`src/rtl/corr_out_pkg.sv`:
```
package corr_out_pkg;
    typedef enum logic {
        TAG_HORZ = 1'b0,
        TAG_VERT = 1'b1
    } out_tag_e;
endpackage

```
`src/rtl/cos_frame_track.sv`:
```
module cos_frame_track #(
    parameter int FB = 272,
    parameter int BW = $clog2(FB + 1)
) (
    input  logic          clk,
    input  logic          rst_n,
    input  logic          bck,
    input  logic          fck,
    input  logic          sync,
    input  logic          all_fixed,
    output logic [BW-1:0] blk_o,
    output logic [BW-1:0] blk_next_o,
    output logic          ven_next_o,
    output logic          start_o,
    output logic          framed_o
);
    localparam logic [BW-1:0] LAST = BW'(FB);

    typedef struct packed {
        logic [BW-1:0] blk;
        logic          ven;
        logic          ok;
    } st_t;

    st_t st_d, st_q;

    always_comb begin
        st_d    = st_q;
        start_o = bck && fck && sync;
        if (!sync) begin
            st_d.blk = '0;
            st_d.ven = 1'b0;
            st_d.ok  = 1'b0;
        end else if (start_o) begin
            st_d.ven = st_q.ok && (st_q.blk == LAST) && !all_fixed;
            st_d.ok  = 1'b1;
            st_d.blk = BW'(1);
        end else if (bck && st_q.blk != '0) begin
            st_d.blk = (st_q.blk == LAST) ? '0 : st_q.blk + BW'(1);
        end
    end

    always_ff @(posedge clk or negedge rst_n) begin
        if (!rst_n) st_q <= '0;
        else        st_q <= st_d;
    end

    assign blk_o      = st_q.blk;
    assign blk_next_o = st_d.blk;
    assign ven_next_o = st_d.ven;
    assign framed_o   = (st_q.blk != '0) && sync;

    assert_frame_start_R1: assert property (@(posedge clk) disable iff (!rst_n)
        (bck && fck && sync) |=> (st_q.blk == BW'(1)));

    assert_sync_loss_R6: assert property (@(posedge clk) disable iff (!rst_n)
        !sync |=> (st_q.blk == '0 && !st_q.ven));

    assert_ven_at_start_R4: assert property (@(posedge clk) disable iff (!rst_n)
        $rose(st_q.ven) |-> $past(bck && fck && sync));
endmodule

```
`src/rtl/cos_flag_store.sv`:
```
module cos_flag_store #(
    parameter int DB = 190,
    parameter int IW = $clog2(DB + 1)
) (
    input  logic          clk,
    input  logic          rst_n,
    input  logic          start,
    input  logic          framed,
    input  logic          wr_en,
    input  logic [IW-1:0] wr_idx,
    input  logic [IW-1:0] rd_idx,
    output logic          rd_fixed,
    output logic          all_fixed
);
    typedef struct packed {
        logic [DB-1:0] cur;
        logic [DB-1:0] snap;
    } fl_t;

    fl_t fl_d, fl_q;
    logic wr_ok;
    logic rd_ok;

    always_comb begin
        fl_d  = fl_q;
        wr_ok = wr_en && framed && (wr_idx != '0) && (wr_idx <= IW'(DB));
        if (start) begin
            fl_d.snap = fl_q.cur;
            fl_d.cur  = '0;
        end
        if (wr_ok) fl_d.cur[wr_idx - IW'(1)] = 1'b1;
    end

    always_ff @(posedge clk or negedge rst_n) begin
        if (!rst_n) fl_q <= '0;
        else        fl_q <= fl_d;
    end

    assign rd_ok     = (rd_idx != '0) && (rd_idx <= IW'(DB));
    assign rd_fixed  = rd_ok ? fl_q.snap[rd_idx - IW'(1)] : 1'b1;
    assign all_fixed = &fl_q.cur;
endmodule

```
`src/rtl/cos_irq_gen.sv`:
```
module cos_irq_gen #(
    parameter int BW        = 9,
    parameter int INT_DELAY = 2,
    parameter int VERT_GAP  = 3
) (
    input  logic          clk,
    input  logic          rst_n,
    input  logic          bck,
    input  logic          cancel,
    input  logic          h_req,
    input  logic [BW-1:0] h_idx,
    input  logic          v_req,
    input  logic [BW-1:0] v_idx,
    output logic          irq,
    output logic          irq_vert,
    output logic [BW-1:0] irq_idx
);
    import corr_out_pkg::*;

    localparam int CMAX = INT_DELAY + VERT_GAP;
    localparam int CW   = $clog2(CMAX + 1);

    typedef struct packed {
        logic [CW-1:0] cnt;
        logic          ph;
        logic          pv;
        logic [BW-1:0] hidx;
        logic [BW-1:0] vidx;
        logic          irq;
        out_tag_e      tag;
        logic [BW-1:0] oidx;
    } ig_t;

    ig_t ig_d, ig_q;

    always_comb begin
        ig_d     = ig_q;
        ig_d.irq = 1'b0;
        if (bck) begin
            ig_d.cnt  = '0;
            ig_d.ph   = h_req;
            ig_d.pv   = v_req;
            ig_d.hidx = h_idx;
            ig_d.vidx = v_idx;
        end else begin
            if (ig_q.cnt < CW'(CMAX)) ig_d.cnt = ig_q.cnt + CW'(1);
            if (ig_q.ph && ig_q.cnt == CW'(INT_DELAY - 1)) begin
                ig_d.irq  = 1'b1;
                ig_d.tag  = TAG_HORZ;
                ig_d.oidx = ig_q.hidx;
                ig_d.ph   = 1'b0;
            end else if (ig_q.pv && ig_q.cnt == CW'(CMAX - 1)) begin
                ig_d.irq  = 1'b1;
                ig_d.tag  = TAG_VERT;
                ig_d.oidx = ig_q.vidx;
                ig_d.pv   = 1'b0;
            end
            if (cancel) ig_d.pv = 1'b0;
        end
    end

    always_ff @(posedge clk or negedge rst_n) begin
        if (!rst_n) ig_q <= '0;
        else        ig_q <= ig_d;
    end

    assign irq      = ig_q.irq;
    assign irq_vert = (ig_q.tag == TAG_VERT);
    assign irq_idx  = ig_q.oidx;

    assert_single_pulse_R7: assert property (@(posedge clk) disable iff (!rst_n)
        irq |=> !irq);

    assert_no_irq_after_bck_R2: assert property (@(posedge clk) disable iff (!rst_n)
        bck |=> !irq);
endmodule

```
`src/rtl/corr_out_sched.sv`:
```
module corr_out_sched #(
    parameter int FRAME_BLOCKS = 272,
    parameter int DATA_BLOCKS  = 190,
    parameter int VERT_OFFSET  = 28,
    parameter int INT_DELAY    = 2,
    parameter int VERT_GAP     = 3,
    parameter int IW           = $clog2(DATA_BLOCKS + 1),
    parameter int BW           = $clog2(FRAME_BLOCKS + 1)
) (
    input  logic          clk,
    input  logic          rst_n,
    input  logic          blk_pulse,
    input  logic          frm_pulse,
    input  logic          frame_sync,
    input  logic          fix_valid,
    input  logic [IW-1:0] fix_idx,
    output logic          irq,
    output logic          irq_vert,
    output logic [BW-1:0] irq_idx
);
    localparam logic [BW-1:0] WIN_LO = BW'(VERT_OFFSET + 1);
    localparam logic [BW-1:0] WIN_HI = BW'(VERT_OFFSET + DATA_BLOCKS);

    logic [BW-1:0] blk, blk_next, k_full;
    logic          ven_next, start, framed, all_fixed, rd_fixed;
    logic          in_win, h_req, v_req;
    logic [IW-1:0] k_idx;

    cos_frame_track #(.FB(FRAME_BLOCKS), .BW(BW)) u_track (
        .clk(clk), .rst_n(rst_n), .bck(blk_pulse), .fck(frm_pulse),
        .sync(frame_sync), .all_fixed(all_fixed), .blk_o(blk),
        .blk_next_o(blk_next), .ven_next_o(ven_next), .start_o(start),
        .framed_o(framed)
    );

    always_comb begin
        in_win = (blk_next >= WIN_LO) && (blk_next <= WIN_HI);
        k_full = in_win ? (blk_next - BW'(VERT_OFFSET)) : '0;
        k_idx  = IW'(k_full);
        h_req  = blk_pulse && frame_sync && (blk != '0);
        v_req  = blk_pulse && ven_next && in_win && !rd_fixed;
    end

    cos_flag_store #(.DB(DATA_BLOCKS), .IW(IW)) u_flags (
        .clk(clk), .rst_n(rst_n), .start(start), .framed(framed),
        .wr_en(fix_valid), .wr_idx(fix_idx), .rd_idx(k_idx),
        .rd_fixed(rd_fixed), .all_fixed(all_fixed)
    );

    cos_irq_gen #(.BW(BW), .INT_DELAY(INT_DELAY), .VERT_GAP(VERT_GAP)) u_irq (
        .clk(clk), .rst_n(rst_n), .bck(blk_pulse), .cancel(!frame_sync),
        .h_req(h_req), .h_idx(blk), .v_req(v_req), .v_idx(k_full),
        .irq(irq), .irq_vert(irq_vert), .irq_idx(irq_idx)
    );

    assert_vert_idx_range_R3: assert property (@(posedge clk) disable iff (!rst_n)
        (irq && irq_vert) |-> (irq_idx >= BW'(1) && irq_idx <= BW'(DATA_BLOCKS)));

    assert_horz_idx_range_R2: assert property (@(posedge clk) disable iff (!rst_n)
        (irq && !irq_vert) |-> (irq_idx >= BW'(1) && irq_idx <= BW'(FRAME_BLOCKS)));
endmodule

```
`config.mk`:
```
export PLATFORM = sky130hd
export DESIGN_NAME = corr_out_sched
export DESIGN_NICKNAME = d
export VERILOG_FILES = /design/src/rtl/corr_out_pkg.sv /design/src/rtl/cos_frame_track.sv /design/src/rtl/cos_flag_store.sv /design/src/rtl/cos_irq_gen.sv /design/src/rtl/corr_out_sched.sv
export SDC_FILE = /design/constraint.sdc
export NUM_CORES = 1
export LEC_CHECK = 0
export ABC_AREA = 1
export BUFFER_PORTS_ARGS = -buffer_cell sky130_fd_sc_hd__buf_2
export CORE_AREA = 2 2 246 248
export DETAILED_ROUTE_END_ITERATION = 7
export DIE_AREA = 0 0 248 250
export HOLD_SLACK_MARGIN = 0.05
export PLACE_DENSITY_LB_ADDON = 0.2
export SLEW_MARGIN = 10
export SYNTH_ARGS = -nofsm -noshare
export SYNTH_HDL_FRONTEND = slang
export SYNTH_SLANG_ARGS = --single-unit
```
`constraint.sdc`:
```
create_clock -name clk -period 12.7 [get_ports clk]
set_input_delay 0.635 -clock clk [delete_from_list [all_inputs] [get_ports clk]]
set_output_delay 0.635 -clock clk [all_outputs]
set_load 0.05 [all_outputs]
```
After elaboration in Yosys (flattened, before gate mapping)
Index checks and enable logic that the tools add are counted. W data, S select, Z words.

Register bits: 425. Word-level logic and storage cells: 86. Output and inout port bits: 11. Input port bits: 14.

Mux-type cells: 22. Reductions and logical operators: 30. Bitwise operators: 2. Equality and inequality tests: 6. Add/subtract/negate cells: 5. Magnitude comparators: 8.

Operators by type and width (number): $mux W380 (1); $mux W190 (1); $or A190 B190 Y190 (1); $reduce_and A190 Y1 (1); $mux W11 (4); $mux W9 (4); $logic_and A1 B1 Y1 (19); $lt A8 B9 Y1 const B (2); $le A8 B8 Y1 const B (2); $reduce_bool A8 Y1 (2); $sub A8 B1 Y8 const B (2); $add A9 B1 Y9 const B (1); $eq A9 B9 Y1 const B (1); $ge A9 B5 Y1 const B (1); $le A9 B8 Y1 const B (1); $reduce_bool A9 Y1 (1); $sub A9 B5 Y9 const B (1); $bmux W1 S8 (1); $demux W1 S8 (1); $ge A8 B1 Y1 const B (1); $mux W1 (7); $reduce_bool A2 Y1 (3); $mux W5 (1); $reduce_and A2 Y1 (2); other kinds (11) (12).

Logic depth before layout (Yosys ltp)
Word-level depth: 15. Depth in mapped cells: 33. Gate-level depth less buffers: 32.

Cells and area by module
From an unflattened synthesis, not the netlist that was laid out.

Cells, all modules: 2529. Area total of the unflattened synthesis: 19745.2 um^2.

Modules (own cells, without submodules): cos_flag_store (cells each 2162, times used 1, sequential area each 9509.1 um^2, area an instance 17072.6 um^2); cos_irq_gen (cells each 194, times used 1, sequential area each 850.8 um^2, area an instance 1601.5 um^2); cos_frame_track (cells each 115, times used 1, sequential area each 275.3 um^2, area an instance 777.0 um^2); corr_out_sched (cells each 58, times used 1, sequential area each 0.0 um^2, area an instance 294.0 um^2).

Least setup slack after synthesis
Ideal clock, no wire load.

Path type: reg-to-reg. Start point: register u_track.st_q, in the netlist u_track.blk_o[0]. End point: register u_irq.ig_q[29] (netlist bit). Period minus slack after synthesis: 4165 ps. Setup time: 118 ps. Cell stages (with the launch flop): 34. Path buffers: 5. Required time: 12582 ps. Path slack: 8535 ps. Data arrival time: 4047 ps. Cells stage by stage: dfrtp_1 -> inv_1 -> ha_1 -> inv_1 -> nor2_1 -> nand3_1 -> nor2_1 -> nor2_1 -> nand2_1 -> nand3_1 -> inv_1 -> ha_1 -> inv_1 -> nor2_1 -> nand3_1 -> nand3_2 -> buf_6 -> nand3_4 -> buf_4 -> buf_2 -> ha_1 -> clkbuf_1 -> clkinv_1 -> clkbuf_1 -> a21oi_1 -> o21ai_1 -> nand3_1 -> nand3_1 -> nand3_1 -> nand3_1 -> nand3_1 -> nand3_1 -> nand2_1 -> nand2_1.

Longest elaborated chain between the ends: 15. Elaborated cells on any way between the ends: 28. Classes of those cells: 3 x add/sub; 3 x order compare; 1 x eq/ne; 10 x mux; 11 x reduce/logical.

RTL lines: start: declaration (line cos_frame_track.sv:25) `st_t st_d, st_q;`; start signal: assignment (line cos_frame_track.sv:45) `else st_q <= st_d;`; $add A9 B1 Y9 (tied with other cells) (line cos_frame_track.sv:39) `st_d.blk = (st_q.blk == LAST) ? '0 : st_q.blk + BW'(1);`; $mux W9 or $logic_and A1 B1 Y1 (tied branches) (line cos_frame_track.sv:39, cos_frame_track.sv:38); $mux W9 (*) (line cos_frame_track.sv:38) `end else if (bck && st_q.blk != '0) begin`; $mux W9 (*) (line cos_frame_track.sv:34) `end else if (start_o) begin`; $mux W11 (*) (line cos_frame_track.sv:30) `if (!sync) begin`; via blk_next[2] (line corr_out_sched.sv:24) `logic [BW-1:0] blk, blk_next, k_full;`; $ge A9 B5 Y1 or $le A9 B8 Y1 (tied branches) (line corr_out_sched.sv:37) `in_win = (blk_next >= WIN_LO) && (blk_next <= WIN_HI);`; $logic_and A1 B1 Y1 (line corr_out_sched.sv:37); $mux W9 (line corr_out_sched.sv:38) `k_full = in_win ? (blk_next - BW'(VERT_OFFSET)) : '0;`; $sub A8 B1 Y8 (line cos_flag_store.sv:40) `assign rd_fixed = rd_ok ? fl_q.snap[rd_idx - IW'(1)] : 1'b1;`; $bmux W1 S8 (line cos_flag_store.sv:40); $mux W1 (implied by the code) (line cos_flag_store.sv:40); $mux W1 (line cos_flag_store.sv:40); $logic_not A1 Y1 (line corr_out_sched.sv:41) `v_req = blk_pulse && ven_next && in_win && !rd_fixed;`; $logic_and A1 B1 Y1 (*) (line corr_out_sched.sv:41); $mux W5 (*) (line cos_irq_gen.sv:39) `if (bck) begin`; end signal: assignment (line cos_irq_gen.sv:64) `else ig_q <= ig_d;`; end: declaration (line cos_irq_gen.sv:34) `ig_t ig_d, ig_q;`.

Mark *: on every way through the listed nets, which the timed path passes. The rest lies on a longest branch. The select of a mux whose other input is x is not followed. A chain may end at the register's enable or synchronous reset.

Worst setup path after layout
Same ends and word-level chain as after synthesis.

==> impl_results.md <==
- Outcome: finished clean
- DRT iter0 DRCs: 1376
- Critical path origin: u_track.blk_o[0]
- Initial Utilization: between 30% and 40%
- Area delta synth->final: 11.5%
- Num rows: 90
- Commonest non-fill, non-tap cell in the layout: nand2_1
- Reg2Reg Depth: 30
- Unrepaired setup endpoints after global routing: false
- Port bufs: 24
- Total setup buffers inserted after CTS: 0
- Reg2reg setup slack: between 6 and 7 ns
- Relative slew slack: about a quarter
- Max Fclk: 162 MHz
- # IOs: 25
- Fillers: between 6k and 7k
- R2R Path End: u_irq.ig_q[29]
- Dpl hpwl: roughly 40000 um
- Most frequent cells in the layout: nand2_1 (498), dfrtp_1 (425), inv_1 (379)
- Routed via count: between 15k and 20k
- Nets: 2280
- Worst slew pin tran: roughly 1.1 ns
- Multiplexer share of the synthesized area: 0%
- First-pass GRT wire length: ~100000 um
- Slowest CP cell: inv_2
- Power Dens Cells: around 170 nW/um^2
- Final GP Congestion: 0.887
- Internal cell power: between 0.002 and 0.0025 W
- Initial antenna violation count: 0
- Worst-path fanout max: about 50
- Async set or reset register ratio after synthesis: 100%
- Flop pwr share: around two fifths
- H-tree lvl count: 2
- First-pass DRT Iterations: 6
- Sw Share: between 30% and 40%
- CTS Sinks: ~430
- Syn Inst Count: about 2.3k
- Syn avg cell area: between 8 and 9 um^2
- Crit start category: flip-flop
- GR Util All Layers: a little over 20%
- Largest net degree at the start of global routing: 178
- DR DRC count: 0
- Die H: 250 um
- Max_cap viols: 0
- Antenna viol nets, final: 0
- Synthesis warning total: 0
- XOR/XNOR share of the synthesized area: less than 1%
- Num CTS Buffers: 48
- Worst setup margin: 6.52 ns
- Final setup vio count: 0
- Main synth FF type: dfrtp_1
- Post-Synth Simple-Gate Area: ~20%
- Cell mode on critical path: nand3_1
- Seq cells post-synth: ~430
- Die width: 248 um
- Clock root cell: clkbuf_16
- Max IR drop VDD: 0.000143 V
- Final slew viol count: 0
- Crit path kind: flip-flop to flip-flop
- Post-cts resize count: 0
- Overflow after GRT: 0
- Largest family of logic cells by synthesized area: simple AND/OR/NAND/NOR gates
- Vias in the first global route: between 15k and 20k
- Post-synth EDFFs: 0
- CP Capture Type: flip-flop
- Data required, critical path: 13.17 ns
- CTS Hold Bufs: 0
- Crit share post-route: 48.7%
- Share of layout cells above drive strength 1: roughly 6.4%
- Skew-Pair Late Insertion Delay: about 0.58 ns
- R2r startpoint: u_track.blk_o[0]
- Hold Vio Cnt, Final: 0
- Yosys cell types: 40
- Critical Path AT: about 6.7 ns
- Clock Tree Buf Depth: 3
- Final Skew: 0.0140 ns
- Dpl ws: approximately 6.2 ns
- Clock-pin slew on the worst setup and hold paths: 0.07 ns
- Setup TNS: 0 ns
- Wirelength per Cell: slightly above 20 um
- Max incr delay on CP: around 0.62 ns
- Die area: 62000 um^2
- Core area: about 60000 um^2
- Fin util: between 30% and 40%
- Post-Syn Area: slightly below 20000 um^2
- Switching power: between 0.001 and 0.0015 W
- # diodes: 0
- Vias per cell: between 5 and 6
- Compound-gate portion of the synthesized area: between 10% and 20%
- Routed WL: 63200 um
- Setup crit end: u_irq.ig_q[29]
- Adder-cell share of the synthesized area: less than 1%
- Syn_nets: between 2k and 2.5k
- HP Class: primary input to asynchronous set/reset pin
- Register area share after synthesis: 55.0%
- Clk pwr share: ~36%
- CTS tree: yes
- Min Tclk post-route: 6.18 ns
- Static Leak: 9.57 nW
- Logic pwr share: ~25%
==> worst min-delay path by stage <==
stage	start	to	slack, ns	depth (start not counted)
3_3_place_gp	u_irq.irq_vert	u_irq.irq_vert	0.46	2
3_5_place_dp	u_track.st_q[0]	u_track.st_q[0]	0.47	2
2_1_floorplan	rst_n	u_flags.fl_q[0]	0.34	0
5_1_grt	rst_n	u_flags.fl_q[189]	0.22	1
6_report	rst_n	u_flags.fl_q[189]	0.15	1
4_1_cts	rst_n	u_flags.fl_q[148]	0.18	1
==> logic make-up after synthesis <==
group,Yosys count
AO/OA/AOI/OAI,439
XOR/XNOR,8
adder cells (fa/ha/maj),9
buffers and inverters,526
flip-flops,425
AND/OR/NAND/NOR,888
==> cell usage after synthesis, types with 2 or more instances <==
master	instances	area, um^2
o221ai_1	9	78.8
o21ai_0	214	1070
nand4_1	80	500
clkinv_1	3	11.3
inv_2	6	22.5
nand2_2	2	12.5
xor2_1	5	43.8
nor3_1	8	40.0
ha_1	9	113
nand3_2	3	30.0
nor4_1	25	156
nand3_1	204	1020
o211ai_1	2	15.0
nor2_2	5	31.3
xnor2_1	2	17.5
dfrtp_1	425	10600
inv_1	380	1430
a21oi_1	11	55.1
clkbuf_1	104	390
o22ai_1	190	1190
buf_4	18	135
nand2_1	498	1870
nor2_1	57	214
buf_2	13	65.1
o21ai_1	6	30.0
nor2_4	2	22.5
==> power groups by stage <==
stage               combinational (W)  sequential [W]  clock, W
floorplan                    0.000624         0.00147         0
global route                  0.00103         0.00146   0.00144
CTS                          0.000943         0.00145   0.00139
global placement             0.000928         0.00147         0
finish                       0.000954         0.00145   0.00136
detailed placement           0.000941         0.00147         0
==> layer usage <==
metal | up-vias | track usage (%) | routed length, um
li1 | 7489 | - | -
met1 | 7976 | 29.1 | 28700
met2 | 431 | 32.6 | 29400
met3 | 112 | 2.67 | 3150
met4 | 0 | 6.57 | 1900
met5 | - | 0 | 0
==> critical path: cells and delay by family, from the launching register on <==
family          cells  cell delay [ns]
simple gates       18             2.32
buf+inv             7             2.02
fa+ha+maj           3             0.78
flops               1             0.44
compound gates      2             0.39
==> flip-flops by register name, summed over array words and instances (netlist names) <==
| signal | cells |
|---|---|
| u_flags.fl_q | 380 |
| u_irq.ig_q | 23 |
| u_irq.irq_idx | 9 |
| u_track.blk_o | 9 |
| u_track.st_q | 2 |
| u_irq.irq | 1 |
| u_irq.irq_vert | 1 |
==> layout make-up <==
| class | instances | area (um^2) | area share, % |
|---|---|---|---|
| Clock buffer | 73 | 1440 | 6.66 |
| Clock inverter | 9 | 76.3 | 0.354 |
| Inverter | 389 | 1470 | 6.79 |
| Multi-Input combinational cell | 1344 | 6660 | 30.9 |
| Sequential cell | 425 | 10600 | 49.3 |
| Tap cell | 782 | 978 | 4.53 |
| Timing Repair Buffer | 49 | 330 | 1.53 |
==> stage by stage <==
step | power (W) | cell area [um^2] | cells | hold slack (ns)
after CTS | 0.00378 | 21600 | 3071 | 0.180
after detailed placement | 0.00242 | 20100 | 2989 | 0.466
after global placement | 0.00240 | 20100 | 2989 | 0.462
after global routing | 0.00393 | 21600 | 3071 | 0.216
final | 0.00376 | 21600 | 3071 | 0.153
after floorplan | 0.00209 | 19300 | 2295 | 0.339
No activity file was read; power rests on OpenSTA's default activity.
